File: src/rtl/phase_step_nco.sv
module phase_step_nco #(
  parameter int ACC_W = 32
) (
  input  logic             clk,
  input  logic             rst_n,
  input  logic [ACC_W-1:0] tune_word,
  input  logic [ACC_W-1:0] corr_step,
  input  logic             corr_stb,
  output logic             sq_out
);

  localparam int MSB = ACC_W - 1;

  logic [ACC_W-1:0] phase;
  logic [ACC_W-1:0] step_sel;

  assign step_sel = corr_stb ? corr_step : '0;

  always_ff @(posedge clk) begin
    if (!rst_n) phase <= '0;
    else        phase <= phase + tune_word + step_sel;
  end

  assign sq_out = phase[MSB];

  AST_RESET_CLEAR: assert property (@(posedge clk)
    !rst_n |=> (phase == '0 && !sq_out));

  AST_PLAIN_STEP: assert property (@(posedge clk) disable iff (!rst_n)
    ($past(rst_n) && !corr_stb) |=> phase == $past(phase) + $past(tune_word));

  AST_CORR_STEP: assert property (@(posedge clk) disable iff (!rst_n)
    ($past(rst_n) && corr_stb) |=> phase == $past(phase) + $past(tune_word) + $past(corr_step));

  AST_ZERO_TUNE_HOLD: assert property (@(posedge clk) disable iff (!rst_n)
    ($past(rst_n) && !corr_stb && tune_word == '0) |=> $stable(sq_out));

endmodule

File: config.mk
export PLATFORM = sky130hd
export DESIGN_NAME = phase_step_nco
export DESIGN_NICKNAME = d
export VERILOG_FILES = /design/src/rtl/phase_step_nco.sv
export SDC_FILE = /design/constraint.sdc
export NUM_CORES = 1
export LEC_CHECK = 0
export ABC_AREA = 1
export BUFFER_PORTS_ARGS = -buffer_cell sky130_fd_sc_hd__clkbuf_2
export CORE_ASPECT_RATIO = 0.9
export CORE_MARGIN = 1
export CORE_UTILIZATION = 62
export CTS_CLUSTER_DIAMETER = 40
export CTS_CLUSTER_SIZE = 16
export DETAILED_ROUTE_END_ITERATION = 8
export HOLD_SLACK_MARGIN = 0.08
export PLACE_DENSITY = 0.86
export SLEW_MARGIN = 25
export SYNTH_ARGS = -nofsm -noshare
export SYNTH_HDL_FRONTEND = slang
export SYNTH_SLANG_ARGS = --single-unit
File: constraint.sdc
create_clock -name clk -period 3.9 [get_ports clk]
set_input_delay 0 -clock clk [delete_from_list [all_inputs] [get_ports clk]]
set_output_delay 0 -clock clk [all_outputs]
set_load 0.005 [all_outputs]
==> results of run 1 <==
## per-stage QoR
step / utilization (%) / worst slack (ns)
global route: 71.9 / 1.01
finish: 71.9 / 1.34
detailed placement: 70.6 / 1.05
floorplan: - / 1.59
CTS: 71.9 / 1.33
global placement: 70.6 / 1.15
## layout make-up
cell class | count | area (um^2)
sequential | 32 | 641
clock buffer | 6 | 72.6
multi-input combinational | 465 | 2730
fill | 556 | 1710
clock inverter | 1 | 5.00
tap | 72 | 90.1
timing repair buffer | 67 | 335
inverter | 131 | 492
## routing by layer
metal,share of wire [%],up-vias,wire length [um]
li1,-,2023,-
met1,46,1730,4420
met2,45,150,4310
met3,6.9,21,660
met4,1.9,0,181
met5,0,-,0
## cells by family (layout without fill, tap and decap cells)
family | Yosys count | in the layout | synth area share (%)
buffers and inverters | 137 | 205 | 13.3
adders and majority gates | 62 | 62 | 26.1
and+or+nand+nor | 344 | 344 | 35.6
xor gates and xnor gates | 4 | 4 | 0.900
DFF | 32 | 32 | 16.5
AOI/OAI and AO/OA | 55 | 55 | 7.58
## critical path, stage by stage
cell	delay (ns)
clkbuf_2	0.51
nand2_1	0.14
fa_1	0.51
inv_1	0.04
ha_1	0.24
fa_1	0.46
nand3_1	0.11
nand3_1	0.13
nand2_1	0.09
nand3_1	0.14
nand2_1	0.09
nand3_1	0.10
nand2_1	0.07
nand2_1	0.05
nor2_1	0.11
## report_power, final
part,switching (W),internal [W],leakage [nW]
combinational,0.00152,0.000811,2.51
sequential,0.0000882,0.000473,0.267
clock,0.000140,0.000122,0.0410
total,0.00174,0.00141,2.82
## placed cells by master (no fill, tap or decap)
master / instances
o21a_1: 1
clkbuf_1: 1
dfxtp_1: 32
clkbuf_8: 5
clkbuf_2: 67
a21oi_1: 36
and2_1: 2
a21oi_2: 2
nor2_2: 5
fa_1: 32
nand3b_1: 2
nand3_2: 3
o21bai_1: 3
nand2_1: 236
nor2_4: 1
nand4_1: 2
nand3_1: 18
a21o_1: 1
clkinv_2: 1
nor2_1: 68
nand2_2: 7
xnor2_1: 2
xor2_1: 2
inv_1: 131
ha_1: 30
o21ai_0: 12
## worst paths after layout
path	start	endpoint	slack (ns)	cells past startpoint
worst max-delay path	corr_stb	phase[25]	1.34	15
worst min-delay path	corr_step[0]	phase[0]	0.11	4
worst max register to register	phase[1]	phase[25]	1.35	14
worst min register to register	phase[0]	phase[0]	0.62	3
==> impl_metrics.yaml, run 1 <==
timing:
  fmax_ghz: 0.390
  drv_slew: 0
  hold_viol: 0
  worst_slew_pin_slew_ns: 0.666
  setup_tns_ns: 0
  setup_viol: 0
  rsz0062_at_grt: "no"
  clock_skew_ns: 0.00681
  slew_headroom_pct: 55.6
  finalCritPeriodShare_pct: 65.7
  fin_hold_ws_ns: 0.113
  period_minus_slack_ns: 2.56
critical_path:
  end_kind: "register"
  crit_arrival_ns: 2.79
  cp.required_ns: 4.13
  start_kind: "input port"
  crit_type: "in -> reg"
  worstPathMaxFanout: 32
synthesis:
  synth.cell_area_mm2: 0.00389
  ys_ff_latch: 32
  synth_nets: 763
  synth.most_common_cell: "nand2_1"
  synthTopCellsByArea: "nand2_1 (23%), dfxtp_1 (16%), fa_1 (16%)"
  syn_area_per_cell_um2: 6.14
  syn_inst: 634
  synth_top_area_share_pct: 22.8
  async_flop_share_pct: 0
  ys_top_cells_by_count: "nand2_1 (236), inv_1 (131), nor2_1 (68)"
  ys_seq_area_share_pct: 16.5
  synth_flop_cell: "dfxtp_1"
  yosysUniqueCellTypes: 25
  yosysWarningCount: 0
  yosysTopAreaCell: "nand2_1"
  synth-edff-count: 0
place:
  place_inst: 767
  hpwlAfterDp_um: 8000
  dpl_cell_area_mm2: 0.00429
  place_congestion: 0.967
  io_buffers: 67
global_routing:
  met3_usage_pct: 5.38
  grt_pass1_wl_um: 16400
  grt_max_degree: 33
  grt_pass1_vias: 3781
  grtUsageMet1_pct: 41.7
  gr-max-usage-layer: "met2"
  track_usage_pct: 31.4
  use_met2_pct: 51.6
  overflow: 0
  antenna_found_initial: 0
drt:
  wl_per_cell_um: 12.4
  drt_first_pass_iters: 5
  num_vias: 3924
  vias_per_cell: 5.07
  drtIter0Drc: 248
  drc: 0
  postRouteAntennaNets: 0
  routed_wl_um: 9570
clock_network:
  cts.sinks: 32
  cts_tree: "yes"
  postCtsResizedCells: 0
  cts-htree-levels: 2
  clkLatencyLatePin_ns: 0.30
  hold_buffers: 0
  clk_pin_slew_worst_paths_ns: 0.07
  cts_setup_buffers: 0
  numCtsBuffers: 5
  clockBufferDepth: 2
  cts_root_buf: "clkbuf_8"
die:
  core_area_mm2: 0.00608
  die-area_mm2: 0.00660
  rows: 27
  start_util_pct: 64.0
  die_w_um: 85.5
  io_pins: 68
  dieHeight_um: 77.2
power:
  power.total_w: 0.00315
  leakagePower_nw: 2.82
  ir_drop_uv: 414
  power.density_mw_per_mm2: 721
layout:
  fin_area_mm2: 0.00437
  top_regs: "phase: 32 flops"
  drive_gt1_share_pct: 13.0
  area_growth_pct: 12.2
  top_register: "phase"
  final_nets: 831
  diodes: 0
  largest_reg_flops: 32
  fin_cells: 774
outcome:
  outcome: "finished, final reports clean"
job:
  drv_cap: 0
min_path:
  min_path_type: "in -> reg"
(Power assumes the default switching activity.)
==> inputs of run 2 (changes only) <==
--- a/config.mk
+++ b/config.mk
@@ -5,16 +5,16 @@
 export SDC_FILE = /design/constraint.sdc
 export NUM_CORES = 1
 export LEC_CHECK = 0
-export ABC_AREA = 1
+export ABC_AREA = 0
 export BUFFER_PORTS_ARGS = -buffer_cell sky130_fd_sc_hd__clkbuf_2
 export CORE_ASPECT_RATIO = 0.9
 export CORE_MARGIN = 1
-export CORE_UTILIZATION = 62
+export CORE_UTILIZATION = 56
 export CTS_CLUSTER_DIAMETER = 40
 export CTS_CLUSTER_SIZE = 16
 export DETAILED_ROUTE_END_ITERATION = 8
 export HOLD_SLACK_MARGIN = 0.08
-export PLACE_DENSITY = 0.86
+export PLACE_DENSITY = 0.8
 export SLEW_MARGIN = 25
 export SYNTH_ARGS = -nofsm -noshare
 export SYNTH_HDL_FRONTEND = slang
==> constraint.sdc (replaced) <==
create_clock -name clk -period 2.5 [get_ports clk]
set_input_delay 0 -clock clk [delete_from_list [all_inputs] [get_ports clk]]
set_output_delay 0 -clock clk [all_outputs]
set_load 0.005 [all_outputs]
==> impl_metrics.yaml, run 2 <==
power:
  power.density_mw_per_mm2: 1350
  comb_power_share_pct: 78.4
  ir_drop_uv: 859
  switching_share_pct: 45.1
  power_frac_clock_pct: 8.0
  leakagePower_nw: 2.12
  p_switching_w: 0.00286
  pwr-share-seq_pct: 13.5
  internal_power_w: 0.00349
critical_path:
  crit_arrival_ns: 3.06
  startpoint: "phase[1]"
  end_kind: "register"
  crit_type: "reg -> reg"
  r2r_start: "phase[1]"
  start_kind: "register"
  cp.required_ns: 2.68
  worstPathMaxFanout: 3
drt:
  wl_per_cell_um: 18.0
  postRouteAntennaNets: 0
  vias_per_cell: 5.86
  routed_wl_um: 10200
  drt_first_pass_iters: 7
  num_vias: 3331
  drtIter0Drc: 316
  drc: 0
synthesis:
  synth_nets: 499
  synth_flop_cell: "dfxtp_1"
  async_flop_share_pct: 0
  syn_inst: 370
  ys_top_cells_by_count: "and2_1 (56), dfxtp_1 (32), fa_1 (32)"
  yosysTopAreaCell: "dfxtp_1"
  synth.cell_area_mm2: 0.00337
  synthTopCellsByArea: "dfxtp_1 (19%), fa_1 (19%), ha_1 (11%)"
  ys_seq_area_share_pct: 19.0
  synth_top_area_share_pct: 19.0
  syn_area_per_cell_um2: 9.10
  synth.most_common_cell: "and2_1"
  yosysUniqueCellTypes: 49
  yosysWarningCount: 0
  ys_ff_latch: 32
  synth-edff-count: 0
timing:
  slew_headroom_pct: 54.6
  setup_slack_ns: -0.376
  fmax_ghz: 0.348
  worst_slew_pin_slew_ns: 0.681
  drv_slew: 0
  rsz0062_at_grt: "yes"
  setup_viol: 24
  finalCritPeriodShare_pct: 115
  clock_skew_ns: 0.0143
  hold_viol: 0
  period_minus_slack_ns: 2.88
place:
  hpwlAfterDp_um: 6550
  place_inst: 542
  io_buffers: 67
  place_ws_ns: -0.347
  place_congestion: 0.872
  dpl_cell_area_mm2: 0.00412
layout:
  largest_reg_flops: 32
  nFillCells: 332
  top_regs: "phase: 32 flops"
  regArea_um2: 647
  fin_cells: 568
  diodes: 0
  layout_commonest_cell: "clkbuf_2"
  top_register: "phase"
  fin_area_mm2: 0.00469
  final_cell_mix: "clkbuf_2 (67), buf_4 (59), and2_1 (55), fa_1 (30), dfxtp_1 (27)"
  area_growth_pct: 39.4
  multi_input_area_mm2: 0.00294
  final_nets: 626
  drive_gt1_share_pct: 40.0
job:
  drv_cap: 0
die:
  die-area_mm2: 0.00632
  rows: 26
  die_w_um: 83.7
  core_area_mm2: 0.00573
  dieHeight_um: 75.5
  start_util_pct: 58.8
  io_pins: 68
clock_network:
  cts_tree: "yes"
  numCtsBuffers: 5
  clk_pin_slew_worst_paths_ns: 0.07
  cts-htree-levels: 2
  cts.sinks: 32
  cts_root_buf: "clkbuf_8"
  clockBufferDepth: 2
  clkLatencyLatePin_ns: 0.30
global_routing:
  grt_max_degree: 37
  grt_pass1_vias: 3212
  antenna_found_initial: 0
  grt_pass1_wl_um: 15000
  overflow: 0
  track_usage_pct: 30.4
min_path:
  min_from: "corr_step[0]"
  min_path_type: "in -> reg"
outcome:
  violations: "negative setup slack"
  outcome: "complete, but fails checks"
==> run 2: layout make-up <==
class	instances	share of cell area [%]
multi-input combinational	312	62.7
timing repair buffer	132	18.2
sequential	32	13.8
tap	70	1.87
clock buffer	6	1.55
inverter	14	1.12
clock inverter	2	0.746
==> run 2: cells by family (layout without fill, tap and decap cells) <==
| family | after synthesis | in the layout | share of synthesized area, % |
|---|---|---|---|
| and+or+nand+nor | 127 | 127 | 20.7 |
| AOI/OAI and AO/OA | 93 | 93 | 19.0 |
| adders and majority gates | 62 | 62 | 30.2 |
| DFF | 32 | 32 | 19.0 |
| xor gates and xnor gates | 27 | 27 | 7.03 |
| buffers and inverters | 26 | 154 | 3.23 |
| muxes | 3 | 3 | 0.892 |
==> run 2: metal layers <==
| layer | GRT usage [%] | vias to the layer above | part of all wire [%] |
|---|---|---|---|
| met5 | 0 | - | 0 |
| met4 | 12.4 | 0 | 3.8 |
| met3 | 4.55 | 46 | 6.5 |
| met2 | 55.6 | 179 | 49 |
| met1 | 37.0 | 1571 | 40 |
| li1 | - | 1535 | - |
==> run 2: path summary, 6_finish.rpt <==
path | depth (start not counted) | slack [ns] | endpoint
min | 4 | 0.12 | phase[0]
max | 12 | -0.38 | phase[31]
max reg2reg | 12 | -0.38 | phase[31]
min reg2reg | 3 | 0.64 | phase[0]
==> run 2: power groups by stage <==
stage / sequential, W / combinational [W] / clock [W]
final: 0.000861 / 0.00498 / 0.000510
after CTS: 0.000852 / 0.00431 / 0.000510
after detailed placement: 0.000864 / 0.00385 / 0
after floorplan: 0.000837 / 0.00264 / 0
after global placement: 0.000849 / 0.00368 / 0
after global routing: 0.000881 / 0.00536 / 0.000541
==> run 2: critical path, stage by stage, from the launching register on <==
cell and delay [ns]:
dfxtp_2 0.33, inv_2 0.04, fa_1 0.50, inv_1 0.06, ha_2 0.18, fa_2 0.37, a21oi_4 0.17, o221ai_4 0.14
o221ai_2 0.18, o211ai_1 0.22, a211oi_2 0.32, xnor2_1 0.09, and2_1 0.16
==> run 2: metrics by stage <==
step / total power (W) / TNS [ns] / hold WS, ns / util (%)
floorplan: 0.00347 / -0.155 / 0.141 / -
global placement: 0.00453 / -3.43 / 0.403 / 71.9
detailed placement: 0.00471 / -4.54 / 0.416 / 71.9
CTS: 0.00567 / -1.92 / 0.125 / 77.8
global route: 0.00678 / -6.52 / 0.119 / 82.0
finish: 0.00635 / -5.19 / 0.119 / 82.0
==> run 2: timing repair <==
action / in CTS / in global routing
hold buffers: 0 / 0
gates resized for setup: 34 / 30
setup endpoints to repair: 18 / 24
pin swaps: 35 / 35
buffers inserted: 7 / 13
==> inputs of run 3 (changes only) <==
--- a/config.mk
+++ b/config.mk
@@ -14,6 +14,7 @@
 export CTS_CLUSTER_SIZE = 16
 export DETAILED_ROUTE_END_ITERATION = 8
 export HOLD_SLACK_MARGIN = 0.08
+export MAX_ROUTING_LAYER = met4
 export PLACE_DENSITY = 0.8
 export SLEW_MARGIN = 25
 export SYNTH_ARGS = -nofsm -noshare
==> impl_metrics.yaml, run 3 (synthesis results as in run 2) <==
die:
  die-area_mm2: 0.00632
  die_w_um: 83.7
  rows: 26
  start_util_pct: 58.8
  dieHeight_um: 75.5
  io_pins: 68
  core_area_mm2: 0.00573
timing:
  fmax_ghz: 0.347
  setup_slack_ns: -0.382
  hold_viol: 0
  period_minus_slack_ns: 2.88
  worst_slew_pin_slew_ns: 0.633
  setup_tns_ns: -5.90
  rsz0062_at_grt: "yes"
  clock_skew_ns: 0.0102
  slew_headroom_pct: 57.8
  setup_viol: 25
  finalCritPeriodShare_pct: 115
  drv_slew: 0
clock_network:
  cts-htree-levels: 2
  clk_pin_slew_worst_paths_ns: 0.08
  cts_root_buf: "clkbuf_8"
  clkLatencyLatePin_ns: 0.30
  hold_buffers: 0
  cts.sinks: 32
  clockBufferDepth: 2
  cts_tree: "yes"
  numCtsBuffers: 5
layout:
  top_register: "phase"
  final_cell_mix: "clkbuf_2 (67), buf_4 (59), and2_1 (55), dfxtp_1 (32), fa_1 (31)"
  diodes: 0
  layout_commonest_cell: "clkbuf_2"
  final_nets: 632
  area_growth_pct: 36.5
  largest_reg_flops: 32
  fin_cells: 574
  fin_util_pct: 80.2
  drive_gt1_share_pct: 36.3
  top_regs: "phase: 32 flops"
job:
  drv_cap: 0
drt:
  routed_wl_um: 9450
  drt_first_pass_iters: 5
  num_vias: 3276
  vias_per_cell: 5.71
  drc: 0
  postRouteAntennaNets: 0
  wl_per_cell_um: 16.5
  drtIter0Drc: 307
critical_path:
  end_kind: "register"
  crit_arrival_ns: 3.07
  slowest_stage: "fa_1"
  max_stage_delay_ns: 0.51
  start_kind: "register"
  path_cells: "inv_1 > fa_1 > inv_1 > ha_2 > fa_2 > a21oi_4 > o221ai_4 > buf_4 > buf_6 > buf_6 > a21o_2 > a21oi_2 > xnor2_1 > and2_1"
  cp.required_ns: 2.69
  crit_type: "reg -> reg"
  worstPathMaxFanout: 3
global_routing:
  grt_pass1_wl_um: 14900
  antenna_found_initial: 0
  overflow: 0
  grt_pass1_vias: 3230
  grt_max_degree: 37
  track_usage_pct: 30.8
power:
  p_switching_w: 0.00272
  power.total_w: 0.00606
  power_frac_clock_pct: 7.3
  internal_power_w: 0.00334
  comb_power_share_pct: 78.8
  pwr-share-seq_pct: 14.0
  power.density_mw_per_mm2: 1320
  switching_share_pct: 44.9
  leakagePower_nw: 2.15
  ir_drop_uv: 941
place:
  hpwlAfterDp_um: 6320
  io_buffers: 67
  place_inst: 542
  place_congestion: 0.888
min_path:
  min_path_type: "in -> reg"
outcome:
  violations: "negative setup slack"
  outcome: "complete, but fails checks"
run 3: cell count changes in the layout (fill, tap and decap cells not counted), moves of 3 or more:
cell     delta
and3_4      -3
buf_6       +6
dfxtp_1     +5
dfxtp_2     -5
ha_1        +7
ha_4        -7
run 3: final cells by class:
type                    count  area [um^2]
multi-input cells         312         2800
inverters                  14         52.6
well taps                  70         87.6
flip-flops and latches     32          641
repair buffers            138          922
fillers                   352         1130
clock buffers               8         90.1
run 3: per-layer routing:
layer / vias to the layer above / track usage [%] / routed length [um]
met4: 0 / 11.1 / 278
met3: 31 / 4.01 / 492
met1: 1560 / 37.3 / 3970
met5: - / - / 0
li1: 1544 / - / -
met2: 141 / 53.9 / 4700
run 3: what timing repair did:
item	in CTS	in global routing
gates cloned	0	0
resized for setup	24	20
setup buffers	15	16
endpoints found under the hold margin	0	0
endpoints found under the setup margin	18	24
pin swaps	22	22
run 3: worst max-delay path, delay by kind of cell (launching register included):
family / cells / cell delay [ns]
compound gates: 4 / 0.67
fa+ha+maj: 3 / 1.06
buf+inv: 5 / 0.47
xor+xnor: 1 / 0.10
flops: 1 / 0.32
simple gates: 1 / 0.16
run 3: path summary, 6_finish.rpt:
path,startpoint,end,slack (ns),cells past startpoint
max,phase[1],phase[9],-0.38,14
min,tune_word[0],phase[0],0.12,4
max reg2reg,phase[1],phase[9],-0.38,14
min reg2reg,phase[0],phase[0],0.63,3
run 3: power by group through the flow:
stage	logic, W	clock network, W	registers (W)
after floorplan	0.00264	0	0.000837
after CTS	0.00427	0.000442	0.000847
after detailed placement	0.00382	0	0.000857
final	0.00477	0.000439	0.000846
after global placement	0.00368	0	0.000849
after global routing	0.00517	0.000461	0.000874
run 3: metrics by stage:
| step | hold slack, ns | worst slack, ns | cell area (um^2) |
|---|---|---|---|
| 2_1_floorplan | 0.141 | -0.0474 | 3390 |
| 3_3_place_gp | 0.401 | -0.308 | 4120 |
| 3_5_place_dp | 0.422 | -0.315 | 4120 |
| 4_1_cts | 0.123 | -0.259 | 4440 |
| 5_1_grt | 0.137 | -0.483 | 4590 |
| 6_report | 0.123 | -0.382 | 4590 |
